==> config.mk <==
export PLATFORM = sky130hd
export DESIGN_NAME = lz_stream_parser
export DESIGN_NICKNAME = d
export VERILOG_FILES = /design/src/rtl/lz_stream_parser.sv
export SDC_FILE = /design/constraint.sdc
export NUM_CORES = 1
export LEC_CHECK = 0
export ABC_CLOCK_PERIOD_IN_PS = 9600
export BUFFER_PORTS_ARGS = -buffer_cell sky130_fd_sc_hd__buf_2
export CORE_MARGIN = 3
export CORE_UTILIZATION = 55
export DETAILED_ROUTE_END_ITERATION = 7
export PLACE_DENSITY = 0.79
export SYNTH_ARGS = -nofsm -noshare
export SYNTH_HDL_FRONTEND = slang
export SYNTH_SLANG_ARGS = --single-unit
==> constraint.sdc <==
create_clock -name clk -period 9.6 [get_ports clk]
set_input_delay 1.44 -clock clk [delete_from_list [all_inputs] [get_ports clk]]
set_output_delay 1.44 -clock clk [all_outputs]
set_load 0.005 [all_outputs]
==> src/rtl/lz_stream_parser.sv <==
module lz_stream_parser #(
  parameter int SIZE_W     = 32,
  parameter int HDR_BYTES  = 8,
  parameter int CTRL_BYTES = 2,
  parameter int HIST       = 5
) (
  input  logic                clk,
  input  logic                rst_n,
  input  logic                clear,
  input  logic                in_valid,
  output logic                in_ready,
  input  logic [7:0]          in_byte,
  output logic                out_valid,
  output logic [1:0]          out_mode,
  output logic [7:0]          out_byte,
  output logic [8*HIST-1:0]   hist,
  output logic [SIZE_W-1:0]   blk_size,
  output logic                blk_compressed,
  output logic                blk_done
);
  localparam int ITEMS    = 8 * CTRL_BYTES;
  localparam int IDX_W    = $clog2(ITEMS);
  localparam int HC_W     = $clog2(HDR_BYTES);
  localparam int CC_W     = (CTRL_BYTES > 1) ? $clog2(CTRL_BYTES) : 1;
  localparam int SZ_BYTES = SIZE_W / 8;
  localparam int FLAG_IDX = SZ_BYTES;

  localparam logic [1:0] M_IDLE = 2'd0, M_LIT = 2'd1, M_CP1 = 2'd2, M_CP2 = 2'd3;

  typedef enum logic [2:0] {ST_HDR, ST_CW, ST_DATA, ST_RAW, ST_DONE} st_t;

  st_t               st;
  logic [HC_W-1:0]   hdr_cnt;
  logic [CC_W-1:0]   cw_cnt;
  logic [ITEMS-1:0]  ctl;
  logic [IDX_W-1:0]  idx;
  logic              half;
  logic [SIZE_W-1:0] prod;
  logic              take;
  logic              dat_phase;
  logic [SIZE_W:0]   lit_sum, cpy_sum;

  assign in_ready  = !clear && (st != ST_DONE);
  assign take      = in_valid && in_ready;
  assign blk_done  = (st == ST_DONE);
  assign dat_phase = (st == ST_DATA) || (st == ST_RAW);
  assign lit_sum   = {1'b0, prod} + (SIZE_W+1)'(1);
  assign cpy_sum   = {1'b0, prod} + (SIZE_W+1)'(in_byte[3:0]) + (SIZE_W+1)'(3);

  always_ff @(posedge clk) begin
    if (!rst_n || clear) begin
      st <= ST_HDR;
      hdr_cnt <= '0;
      cw_cnt <= '0;
      ctl <= '0;
      idx <= '0;
      half <= 1'b0;
      prod <= '0;
      out_valid <= 1'b0;
      out_mode <= M_IDLE;
      out_byte <= '0;
      hist <= '0;
      blk_size <= '0;
      blk_compressed <= 1'b0;
    end else begin
      out_valid <= 1'b0;
      out_mode  <= M_IDLE;
      if (take) begin
        case (st)
          ST_HDR: begin
            if (int'(hdr_cnt) < SZ_BYTES) blk_size[8*hdr_cnt +: 8] <= in_byte;
            if (int'(hdr_cnt) == FLAG_IDX) blk_compressed <= in_byte[0];
            hdr_cnt <= hdr_cnt + 1'b1;
            if (int'(hdr_cnt) == HDR_BYTES-1) begin
              if (blk_size == '0) st <= ST_DONE;
              else if (blk_compressed) st <= ST_CW;
              else st <= ST_RAW;
            end
          end
          ST_CW: begin
            ctl[8*cw_cnt +: 8] <= in_byte;
            cw_cnt <= cw_cnt + 1'b1;
            if (int'(cw_cnt) == CTRL_BYTES-1) begin
              cw_cnt <= '0;
              idx <= '0;
              half <= 1'b0;
              st <= ST_DATA;
            end
          end
          ST_DATA: begin
            out_valid <= 1'b1;
            out_byte  <= in_byte;
            hist      <= {hist[8*HIST-9:0], in_byte};
            if (!half && ctl[0]) begin
              out_mode <= M_CP1;
              prod <= cpy_sum[SIZE_W-1:0];
              half <= 1'b1;
            end else begin
              out_mode <= half ? M_CP2 : M_LIT;
              half <= 1'b0;
              ctl  <= ctl >> 1;
              idx  <= idx + 1'b1;
              if (!half) prod <= lit_sum[SIZE_W-1:0];
              if ((half ? {1'b0, prod} : lit_sum) >= {1'b0, blk_size}) st <= ST_DONE;
              else if (int'(idx) == ITEMS-1) st <= ST_CW;
            end
          end
          ST_RAW: begin
            out_valid <= 1'b1;
            out_mode  <= M_LIT;
            out_byte  <= in_byte;
            hist      <= {hist[8*HIST-9:0], in_byte};
            prod      <= lit_sum[SIZE_W-1:0];
            if (lit_sum >= {1'b0, blk_size}) st <= ST_DONE;
          end
          default: ;
        endcase
      end
    end
  end
endmodule


==> summary.md <==
| Metric | Value |
|---|---|
| WS Path Type | flop to flop |
| Antenna cell count | 0 |
| CTS Sinks | 136 |
| Seq/Total Area, Yosys | 31.5% |
| Final setup TNS | 0 ps |
| Net Switching | 303 uW |
| Placed cell area | 0.00906 mm2 |
| Routed Antenna Nets | 0 |
| Clk network pwr share | 52.4% |
| Synth Instances | 1,142 |
| Via count | 8,313 |
| Number of synthesized flops with an enable pin | 0 |
| Core Box Area | 0.0153 mm2 |
| Status | finished clean |
| Largest net degree at the start of global routing | 78 |
| Pint | 985 uW |
| CP startpoint kind | flop |
| Commonest non-fill, non-tap cells in the layout | nand2_1 (190), dfxtp_1 (136), a21oi_1 (126), buf_2 (97), nor2_1 (94) |
| Fmax | 236 MHz |
| Max-Cap Viols | 0 |
| RSZ-0062 raised after global routing | false |
| # H-tree levels | 4 |
| Commonest non-fill, non-tap cell in the layout | nand2_1 |
| Clk_skew | 9.12 ps |
| Post-CTS Setup Bufs | 0 |
| Max IR drop VDD | 0.000126 V |
| Chip width | 131 um |
| Async S/R FF share, synth | 0% |
| Yosys warns | 0 |
| FF+latch count, synth | 136 |
| Worst-Skew Late Latency | 430 ps |
| Syn Area/Cell | 7.57 um2 |
| Synth Flop Type | dfxtp_1 |
| Cell area after layout | 0.00967 mm2 |
| LEAKAGE | 3.92 nW |
| # rows | 45 |
| Slew margin rel. | 17.6% |
| CTS Hold Bufs | 0 |
| CP arrival | 4550 ps |
| Post-synthesis cell type count | 70 |
| Initial Utilization | 56.5% |
| Gr ovfl total | 0 |
| # resized after CTS | 0 |
| Gr busiest metal | met2 |
| HPWL Detailed | 17,700 um |
| Reg clk slew, reported paths | 60 ps |
| Grt met1 use | 36.0% |
| # IOs | 98 |
| Worst slew pin tran | 1240 ps |
| Layout cells sized above 1 | 12.8% |
| Met2 Track Usage GR | 45.6% |
| Fin nets | 1,271 |
| Post-Syn Nets | 1,233 |
| TritonCTS Buffers | 17 |
| Tcrit/Tclk final | 44.1% |
| Sw frac | 23.5% |
| Crit-path max FO | 8 |
| Buffer depth of the longest clock path | 2 |
| Drt drc | 0 |
| WL per Instance | 17.5 um |
| Worst Path Required | 9920 ps |
| Met3 Usage GRT | 6.09% |
| Cell type with the largest total area after synthesis | dfxtp_1 |
| CP endpoint kind | flop |
| Final wirelength | 24,500 um |
| Die height | 131 um |
| Antenna violations before repair | 0 |
| Via density | 5.92 |
| Sequential Power Share | 44.1% |
| CTS tree | yes |
| Slew Limit Fails | 0 |
| Cells taking the most area after synthesis | dfxtp_1 (31%), ha_1 (11%), nand2_1 (8.2%) |
| Final Hold Vio Count | 0 |
| Combinational Power Share | 3.5% |
| RD Place Congestion | 0.930 |
| Setup-failing EPs final | 0 |
| DRT iter0 DRCs | 992 |
| Mapped cell area | 0.00865 mm2 |
| Vias in the first global route | 7,768 |
| Post-route minimum period | 4230 ps |
| Hold WC Path Type | flop to flop |
| Port Buffers | 97 |
| Synthesis-to-layout area growth | 11.8% |
| First-pass GRT wire length | 39,600 um |
| Root buf cell | clkbuf_16 |
| Die area | 0.0173 mm2 |
| Yosys top cell area share | 31.5% |
| Pre-Repair DR Iteration Count | 6 |
| PwrDens | 133 mW/mm2 |
| GRT Total Usage | 28.1% |
==> critical path: stages, from the launching register on <==
cell and delay (ps):
dfxtp_1 500, ha_1 370, nand4_4 200, or4_4 590, or3_1 350, xnor2_1 140
ha_1 320, nand4_1 140, nor4_1 600, nand2_1 100, o211ai_1 210, nand3_1 150
nand2_2 140, a211oi_1 70, a41o_1 230
==> routing by layer <==
layer,wire (um),share of wire (%),vias to the layer above
li1,-,-,4019
met1,10300,42,3816
met2,11300,46,379
met3,1920,7.8,99
met4,1050,4.3,0
met5,0,0,-
==> registers in the layout (all words and copies together), names as in the netlist <==
name,count
ctl,16
prod,32
out_valid,1
hdr_cnt,3
idx,4
out_byte,7
half,1
cw_cnt,1
blk_compressed,1
st,3
blk_size,32
hist,33
out_mode,2
==> path summary, 6_finish.rpt <==
kind	cells past startpoint	startpoint	end	slack, ps
setup / recovery	14	prod[0]	st[1]	5370
hold / removal	2	hist[33]	hist[33]	460
setup reg to reg	14	prod[0]	st[1]	5370
hold reg to reg	2	hist[33]	hist[33]	460
==> layout make-up <==
| class | instances | area, um2 |
|---|---|---|
| fill | 1384 | 5650 |
| multi-input combinational | 869 | 5350 |
| sequential | 136 | 2720 |
| timing repair buffer | 103 | 531 |
| clock buffer | 20 | 467 |
| tap | 211 | 264 |
| inverter | 53 | 199 |
| clock inverter | 12 | 139 |
==> through the flow <==
step | worst slack, ps | utilization (%) | cells | hold slack, ps | total power [mW]
4_1_cts | 5420 | 63.1 | 1404 | 456 | 1.29
3_3_place_gp | 5440 | 59.2 | 1372 | 441 | 0.623
3_5_place_dp | 5370 | 59.2 | 1372 | 445 | 0.624
2_1_floorplan | 5730 | - | 1142 | 453 | 0.607
5_1_grt | 5110 | 63.1 | 1404 | 476 | 1.32
6_report | 5370 | 63.1 | 1404 | 457 | 1.29
==> logic make-up (layout without fill, tap and decap cells) <==
kind of cell | Yosys count | in the layout | share of synthesized area (%)
and+or+nand+nor | 489 | 489 | 26.8
AOI/OAI and AO/OA | 212 | 212 | 14.4
buffers and inverters | 137 | 188 | 6.79
DFF | 136 | 136 | 31.5
xor gates and xnor gates | 87 | 87 | 8.81
adders and majority gates | 79 | 79 | 11.5
muxes | 2 | 2 | 0.246
==> synthesized netlist by cell type, drive strengths merged, types with 3 or more instances <==
cell type / instances
a211oi: 20
a21oi: 127
a22oi: 4
a311oi: 8
and2: 4
and3: 8
and4: 6
buf: 31
clkbuf: 53
dfxtp: 136
ha: 78
inv: 53
nand2: 191
nand2b: 8
nand3: 72
nand3b: 3
nand4: 32
nor2: 95
nor2b: 6
nor3: 28
nor3b: 7
nor4: 15
o21ai: 30
o22ai: 3
or3: 6
or4: 3
xnor2: 40
xor2: 47
==> power by group through the flow <==
stage	clock [mW]	combinational, mW	sequential, mW
floorplan	0	0.0286	0.579
global placement	0	0.0438	0.580
detailed placement	0	0.0445	0.580
CTS	0.679	0.0448	0.567
global route	0.700	0.0492	0.567
finish	0.675	0.0453	0.567
No activity file was read; power rests on OpenSTA's default activity.
